### src/rtl/reduce_seq_pkg.sv
package reduce_seq_pkg;
  typedef enum logic [1:0] {
    ST_IDLE  = 2'd0,
    ST_PACK  = 2'd1,
    ST_SETUP = 2'd2,
    ST_EMIT  = 2'd3
  } seq_state_e;

  localparam int NUM_RD_PORTS = 3;
endpackage

### src/rtl/rs_mask_compactor.sv
module rs_mask_compactor #(
  parameter int MAX_VL = 8,
  parameter int IDX_W  = 3,
  parameter int CNT_W  = 4
) (
  input  logic              clk,
  input  logic              rst,
  input  logic              load,
  input  logic              run,
  input  logic [MAX_VL-1:0] mask_in,
  input  logic [CNT_W-1:0]  vl_in,
  output logic              wr_en,
  output logic [IDX_W-1:0]  wr_addr,
  output logic [IDX_W-1:0]  wr_data,
  output logic              last,
  output logic [CNT_W-1:0]  len
);
  logic [MAX_VL-1:0] keep;
  logic [MAX_VL-1:0] resid;
  logic [CNT_W-1:0]  ptr;
  logic [IDX_W-1:0]  pos;
  logic              found;
  logic              single;

  for (genvar b = 0; b < MAX_VL; b++) begin : g_keep
    assign keep[b] = (vl_in > CNT_W'(b));
  end

  // lowest set bit wins
  always_comb begin
    pos = '0;
    for (int b = MAX_VL - 1; b >= 0; b--) begin
      if (resid[b]) pos = IDX_W'(b);
    end
  end

  assign found   = |resid;
  assign single  = ((resid & (resid - MAX_VL'(1))) == '0);
  assign wr_en   = run && found;
  assign wr_addr = ptr[IDX_W-1:0];
  assign wr_data = pos;
  assign last    = run && single;
  assign len     = ptr;

  always_ff @(posedge clk) begin
    if (rst) begin
      resid <= '0;
      ptr   <= '0;
    end else if (load) begin
      resid <= mask_in & keep;
      ptr   <= '0;
    end else if (run && found) begin
      resid[pos] <= 1'b0;
      ptr        <= ptr + CNT_W'(1);
    end
  end

  AST_PACK_ASCENDING: assert property (@(posedge clk) disable iff (rst)
    (wr_en && $past(wr_en)) |-> (wr_data > $past(wr_data)));
endmodule

### src/rtl/rs_idx_bank.sv
module rs_idx_bank #(
  parameter int DEPTH = 8,
  parameter int AW    = 3,
  parameter int DW    = 3
) (
  input  logic          clk,
  input  logic          we,
  input  logic [AW-1:0] waddr,
  input  logic [DW-1:0] wdata,
  input  logic          re,
  input  logic [AW-1:0] raddr,
  output logic [DW-1:0] rdata
);
  logic [DW-1:0] mem [DEPTH];

  always_ff @(posedge clk) begin
    if (we) mem[waddr] <= wdata;
    if (re) rdata <= mem[raddr];
  end
endmodule

### src/rtl/rs_step_walker.sv
module rs_step_walker #(
  parameter int CNT_W = 4,
  parameter int IDX_W = 3,
  parameter int SW    = 9
) (
  input  logic                  clk,
  input  logic                  rst,
  input  logic                  load,
  input  logic                  step,
  input  logic                  rev,
  input  logic [CNT_W-1:0]      len,
  input  logic signed [SW-1:0]  offs,
  input  logic signed [SW-1:0]  roffs,
  output logic                  empty,
  output logic [CNT_W-1:0]      remain,
  output logic [IDX_W-1:0]      addr_a,
  output logic [IDX_W-1:0]      addr_b,
  output logic [IDX_W-1:0]      addr_c
);
  localparam logic signed [SW-1:0] ONE = SW'(1);

  logic signed [SW-1:0] len_s, lo, lift, hi, span;
  logic signed [SW-1:0] cursor, pos_b, pos_c;

  always_comb begin
    len_s = $signed({{(SW-CNT_W){1'b0}}, len});
    lo = '0;
    if (-offs > lo)  lo = -offs;
    if (-roffs > lo) lo = -roffs;
    lift = '0;
    if (offs > lift)  lift = offs;
    if (roffs > lift) lift = roffs;
    hi    = len_s - lift;
    span  = hi - lo;
    empty = (span <= 0);
  end

  assign pos_b  = cursor + offs;
  assign pos_c  = cursor + roffs;
  assign addr_a = cursor[IDX_W-1:0];
  assign addr_b = pos_b[IDX_W-1:0];
  assign addr_c = pos_c[IDX_W-1:0];

  always_ff @(posedge clk) begin
    if (rst) begin
      cursor <= '0;
      remain <= '0;
    end else if (load) begin
      cursor <= rev ? (hi - ONE) : lo;
      remain <= empty ? '0 : span[CNT_W-1:0];
    end else if (step) begin
      cursor <= rev ? (cursor - ONE) : (cursor + ONE);
      remain <= remain - CNT_W'(1);
    end
  end

  AST_REF_IN_RANGE: assert property (@(posedge clk) disable iff (rst)
    (remain != '0) |-> (cursor >= 0 && cursor < len_s && pos_b >= 0 &&
                        pos_b < len_s && pos_c >= 0 && pos_c < len_s));
endmodule

### src/rtl/rel_reduce_seq.sv
module rel_reduce_seq
  import reduce_seq_pkg::*;
#(
  parameter int REG_W  = 7,
  parameter int MAX_VL = 8
) (
  input  logic                         clk,
  input  logic                         rst,
  input  logic                         start,
  input  logic [REG_W-1:0]             base_reg,
  input  logic [REG_W-1:0]             src_reg,
  input  logic [REG_W-1:0]             dst_reg,
  input  logic [$clog2(MAX_VL+1)-1:0]  vec_len,
  input  logic [MAX_VL-1:0]            pred_mask,
  input  logic                         rev_order,
  output logic                         busy,
  output logic                         trip_valid,
  input  logic                         trip_ready,
  output logic [REG_W-1:0]             trip_ra,
  output logic [REG_W-1:0]             trip_rb,
  output logic [REG_W-1:0]             trip_rt,
  output logic                         done
);
  localparam int IDX_W = (MAX_VL > 1) ? $clog2(MAX_VL) : 1;
  localparam int CNT_W = $clog2(MAX_VL + 1);
  localparam int SW    = ((REG_W > CNT_W) ? REG_W : CNT_W) + 2;

  seq_state_e state;
  logic [REG_W-1:0] ra_q, rb_q, rt_q;
  logic             rev_q;
  logic             done_q;

  logic signed [SW-1:0] offs, roffs;
  assign offs  = $signed({{(SW-REG_W){1'b0}}, rb_q}) - $signed({{(SW-REG_W){1'b0}}, ra_q});
  assign roffs = $signed({{(SW-REG_W){1'b0}}, rt_q}) - $signed({{(SW-REG_W){1'b0}}, ra_q});

  // packing
  logic             cmp_load, cmp_run, wr_en, cmp_last;
  logic [IDX_W-1:0] wr_addr, wr_data;
  logic [CNT_W-1:0] list_len;

  assign cmp_load = (state == ST_IDLE) && start;
  assign cmp_run  = (state == ST_PACK);

  rs_mask_compactor #(.MAX_VL(MAX_VL), .IDX_W(IDX_W), .CNT_W(CNT_W)) u_pack (
    .clk     (clk),
    .rst     (rst),
    .load    (cmp_load),
    .run     (cmp_run),
    .mask_in (pred_mask),
    .vl_in   (vec_len),
    .wr_en   (wr_en),
    .wr_addr (wr_addr),
    .wr_data (wr_data),
    .last    (cmp_last),
    .len     (list_len)
  );

  // walking
  logic             walk_empty, issue, advance, s1_v, out_v, final_hs;
  logic [CNT_W-1:0] remain;
  logic [IDX_W-1:0] addr_a, addr_b, addr_c;

  assign advance  = !out_v || trip_ready;
  assign issue    = (state == ST_EMIT) && advance && (remain != '0);
  assign final_hs = out_v && trip_ready && !s1_v && (remain == '0);

  rs_step_walker #(.CNT_W(CNT_W), .IDX_W(IDX_W), .SW(SW)) u_walk (
    .clk    (clk),
    .rst    (rst),
    .load   (state == ST_SETUP),
    .step   (issue),
    .rev    (rev_q),
    .len    (list_len),
    .offs   (offs),
    .roffs  (roffs),
    .empty  (walk_empty),
    .remain (remain),
    .addr_a (addr_a),
    .addr_b (addr_b),
    .addr_c (addr_c)
  );

  // one bank per read port, each written with the same list
  logic [IDX_W-1:0] rd_addr [NUM_RD_PORTS];
  logic [IDX_W-1:0] rd_data [NUM_RD_PORTS];
  assign rd_addr[0] = addr_a;
  assign rd_addr[1] = addr_b;
  assign rd_addr[2] = addr_c;

  for (genvar g = 0; g < NUM_RD_PORTS; g++) begin : g_bank
    rs_idx_bank #(.DEPTH(MAX_VL), .AW(IDX_W), .DW(IDX_W)) u_bank (
      .clk   (clk),
      .we    (wr_en),
      .waddr (wr_addr),
      .wdata (wr_data),
      .re    (advance),
      .raddr (rd_addr[g]),
      .rdata (rd_data[g])
    );
  end

  // control
  always_ff @(posedge clk) begin
    if (rst) begin
      state  <= ST_IDLE;
      done_q <= 1'b0;
      ra_q   <= '0;
      rb_q   <= '0;
      rt_q   <= '0;
      rev_q  <= 1'b0;
    end else begin
      done_q <= 1'b0;
      unique case (state)
        ST_IDLE: if (start) begin
          ra_q  <= base_reg;
          rb_q  <= src_reg;
          rt_q  <= dst_reg;
          rev_q <= rev_order;
          state <= ST_PACK;
        end
        ST_PACK: if (cmp_last) state <= ST_SETUP;
        ST_SETUP: begin
          if (walk_empty) begin
            done_q <= 1'b1;
            state  <= ST_IDLE;
          end else begin
            state <= ST_EMIT;
          end
        end
        ST_EMIT: if (final_hs) begin
          done_q <= 1'b1;
          state  <= ST_IDLE;
        end
        default: state <= ST_IDLE;
      endcase
    end
  end

  // read stage and output register
  always_ff @(posedge clk) begin
    if (rst) begin
      s1_v    <= 1'b0;
      out_v   <= 1'b0;
      trip_ra <= '0;
      trip_rb <= '0;
      trip_rt <= '0;
    end else if (advance) begin
      s1_v  <= issue;
      out_v <= s1_v;
      if (s1_v) begin
        trip_ra <= ra_q + REG_W'(rd_data[0]);
        trip_rb <= ra_q + REG_W'(rd_data[1]);
        trip_rt <= ra_q + REG_W'(rd_data[2]);
      end
    end
  end

  assign busy       = (state != ST_IDLE);
  assign trip_valid = out_v;
  assign done       = done_q;

  AST_STALL_HOLD: assert property (@(posedge clk) disable iff (rst)
    (trip_valid && !trip_ready) |=> (trip_valid && $stable(trip_ra) &&
                                      $stable(trip_rb) && $stable(trip_rt)));
  AST_DONE_SINGLE: assert property (@(posedge clk) disable iff (rst)
    done |=> !done);
  AST_IDLE_SILENT: assert property (@(posedge clk) disable iff (rst)
    !busy |-> !trip_valid);
  AST_START_WHILE_BUSY: assert property (@(posedge clk) disable iff (rst)
    (busy && start) |=> ($stable(ra_q) && $stable(rb_q) && $stable(rt_q) &&
                         $stable(rev_q)));
endmodule

### config.mk
export PLATFORM = sky130hd
export DESIGN_NAME = rel_reduce_seq
export DESIGN_NICKNAME = d
export VERILOG_FILES = /design/src/rtl/reduce_seq_pkg.sv /design/src/rtl/rs_mask_compactor.sv /design/src/rtl/rs_idx_bank.sv /design/src/rtl/rs_step_walker.sv /design/src/rtl/rel_reduce_seq.sv
export SDC_FILE = /design/constraint.sdc
export NUM_CORES = 1
export LEC_CHECK = 0
export BUFFER_PORTS_ARGS = -buffer_cell sky130_fd_sc_hd__buf_2
export CELL_PAD_IN_SITES_DETAIL_PLACEMENT = 1
export CELL_PAD_IN_SITES_GLOBAL_PLACEMENT = 1
export CORE_ASPECT_RATIO = 0.7
export CORE_MARGIN = 1
export CORE_UTILIZATION = 49
export CTS_CLUSTER_DIAMETER = 120
export DETAILED_ROUTE_END_ITERATION = 12
export PLACE_DENSITY_LB_ADDON = 0.05
export SYNTH_ARGS = -nofsm -noshare
export SYNTH_HDL_FRONTEND = slang
export SYNTH_HIERARCHICAL = 1
export SYNTH_SLANG_ARGS = --single-unit
### constraint.sdc
create_clock -name clk -period 10.4 [get_ports clk]
set_input_delay 0 -clock clk [delete_from_list [all_inputs] [get_ports clk]]
set_output_delay 0 -clock clk [all_outputs]
set_load 0.1 [all_outputs]
==> results.md <==
- Hold Path Cell Cnt: 4
- Postcts setup bufs: 0
- Hold_buf cts: 38
- Maximum fanout along the worst path: 14
- Tightest Pin Transition: 1.10 ns
- Synth warnings: 6
- Worst stage delay on the critical path: 0.59 ns
- ANT cells: 0
- Syn Nets: 1003
- Max Clk Rate: 108 MHz
- Top cells by area, synth: edfxtp_1, dfxtp_1, ha_1
- Reg2reg path depth: 33
- FF-to-FF Start: ra_q[1]
- Vias: 7205
- Crit. Startpoint: ra_q[1]
- CTS H-tree depth: 4
- CP most frequent cell: ha_1
- Status: completed
- Synthesized instance count: 894
- Main synth FF type: edfxtp_1
- EDFF count, synth: 81
- Critical Path RT: 10.76 ns
- Synth Cell Area: 9100 µm²
- Worst-Skew Late Latency: 0.44 ns
- Vias per inst: 5.85
- Area delta synth->final: 15.3%
- RR Endpoint: state[1]
- Met3 Use GR: 5.94%
- Max-Cap Viols: 0
- Post-synth ARST share: 0%
- Die area: 19100 µm²
- Met1 usage: 37.7%
- Aggregate global routing overflow: 0
- Detailed placement HPWL: 19200 µm
- CTS resizes: 0
- FP Rows: 41
- Pins over their slew limit: 0
- First-pass GRT wire length: 41100 µm
- Max_slew headroom: 26.7%
- Die W: 165 µm
- Final Critical Period: 9.25 ns
- Worst setup path end: state[1]
- Setup tns final: 0 ns
- Root Buffer: clkbuf_16
- Layout cell share with drive strength beyond 1: 14.2%
- CP startpoint kind: flop
- Worst Clk Skew: 0.0136 ns
- Post-layout net count: 1092
- WL final: 26800 µm
- Area after DPL: 9510 µm²
- Internal reg-to-reg setup slack: 1.15 ns
- Largest net degree at the start of global routing: 63
- Final ANT Viol Nets: 0
- First-pass iteration count of the detailed router: 5
- Grt peak-use layer: met2
- Vias in the first global route: 7544
- Clock sinks: 148
- Clock slew at reported path FFs: 0.07 ns
- Clock buffer count from CTS: 17
- Cell with the largest stage delay on the worst path: xor2_1
- Global Route Usage Sum: 29.1%
- Family with the most delay on the worst path: compound AO/OA/AOI/OAI gates
- Fillcell total: 1967
- Setup CP Type: flop to flop
- Yosys cell types: 78
- RSZ-0062 raised after global routing: false
- Final hold viol count: 0
- CP Data Arrival Time: 9.61 ns
- Yosys top cell by area: edfxtp_1
- Clk buf depth: 2
- Final instance area: 10500 µm²
- Die Height: 116 µm
- Flops & latches, synth: 148
- Port Buffers: 61
- Total core area: 18100 µm²
- Post-synth top area share: 26.7%
- Final setup fails: 0
- CP endpoint kind: flop
- Hold Crit Class: primary input to flop
- Wirelength per Cell: 21.7 µm
- Sequential fraction of the synthesis area: 41.4%
- DR DRC count: 0
- Top Ports: 62
- Met2 Usage GRT: 48.5%
- Final RePlAce weighted congestion: 0.897
- Initial antenna violation count: 0
- CP bufs+invs: 1
- CTS tree: built
- Drt first-iter violations: 538
- Tcrit/Tclk final: 88.9%
- Average size of a mapped cell: 10.2 µm²
- Starting Density: 50.3%
- Critical Path Stages: 33
synth_stat cells (7+ instances only):
cell,n
fa_1,10
dfxtp_1,67
nor2b_1,10
a21oi_1,77
xor2_1,25
and2_1,7
nand2_1,106
ha_1,61
inv_1,46
edfxtp_1,81
a211oi_1,23
nand2b_1,18
nor2_1,73
nand3_1,13
mux2_2,10
a21o_1,14
buf_6,13
xnor2_1,35
clkbuf_1,10
o21a_1,7
o211ai_1,8
nor3_1,27
buf_2,8
o21ai_0,19
mux4_1,18
cell families after synthesis:
kind of cell | share of synthesized area [%]
xor gates and xnor gates | 5.77
buffers and inverters | 4.77
DFF | 41.4
adders and majority gates | 10.7
muxes | 7.09
AOI/OAI and AO/OA | 14.2
other | 0.0412
and+or+nand+nor | 16.0
layout by cell type, fill, tap and decap left out, drive strengths merged, types with 8 or more instances in the layout:
master	instances
inv	55
nand2	106
o21ai	27
xor2	25
mux4	18
o211ai	8
a21oi	77
dfxtp	67
mux2	10
nor3	28
a211oi	23
dlygate4sd3	38
nand3	13
nand2b	18
fa	10
edfxtp	81
nor2	73
buf	68
xnor2	35
nor2b	11
a21o	14
clkbuf	17
ha	61
state kept, by name, summed over array words and instances, names as in the netlist:
signal and cells:
done 1, g_bank.u_bank/mem 72, g_bank.u_bank/rdata 9, ra_q 7
rb_q 7, rev_q 1, rt_q 7, s1_v 1
state 2, trip_ra 7, trip_rb 7, trip_rt 7
trip_valid 1, u_pack/len 4, u_pack/resid 8, u_walk/cursor 3
u_walk/remain 4
cell type report:
| type | count | area [µm²] | share of cell area [%] |
|---|---|---|---|
| Timing Repair Buffer | 106 | 738 | 7.03 |
| Multi-Input combinational cell | 663 | 4910 | 46.8 |
| Sequential cell | 148 | 3770 | 35.9 |
| Inverter | 47 | 176 | 1.68 |
| Tap cell | 236 | 295 | 2.81 |
| Clock inverter | 15 | 180 | 1.72 |
| Clock buffer | 17 | 425 | 4.05 |
worst reg2reg max path: cells and delay by family, from the launching register on:
family | cells | cell delay (ns)
flip-flops | 1 | 0.48
AO/OA/AOI/OAI | 14 | 3.10
AND/OR/NAND/NOR | 10 | 2.62
buffers and inverters | 1 | 0.24
XOR/XNOR | 3 | 1.04
adder cells (fa/ha/maj) | 5 | 1.71
worst min-delay path by stage:
stage | start | to
4_1_cts | vec_len[1] | u_pack/resid[5]
3_3_place_gp | base_reg[6] | ra_q[6]
2_1_floorplan | rst | u_walk/cursor[2]
5_1_grt | vec_len[3] | u_pack/resid[5]
6_report | vec_len[1] | u_pack/resid[5]
3_5_place_dp | dst_reg[4] | rt_q[4]
per-stage QoR:
step	hold WS, ns	util [%]	instances	worst slack (ns)
3_3_place_gp	0.246	52.5	1162	2.05
2_1_floorplan	0.0721	-	894	2.92
3_5_place_dp	0.263	52.5	1162	1.50
5_1_grt	0.120	58.0	1232	0.509
4_1_cts	0.0530	58.0	1232	1.36
6_report	0.0718	58.0	1232	1.15
metal layers:
layer  part of all wire [%]  vias up  wire length [µm]
met4                    1.8        0               483
li1                       -     3409                 -
met5                      0        -                 0
met3                    5.0       42              1340
met1                     46     3560             12400
met2                     47      194             12600
Power is not shown: default switching activity piles up to over one toggle a cycle in this logic, so the estimate is an artifact.
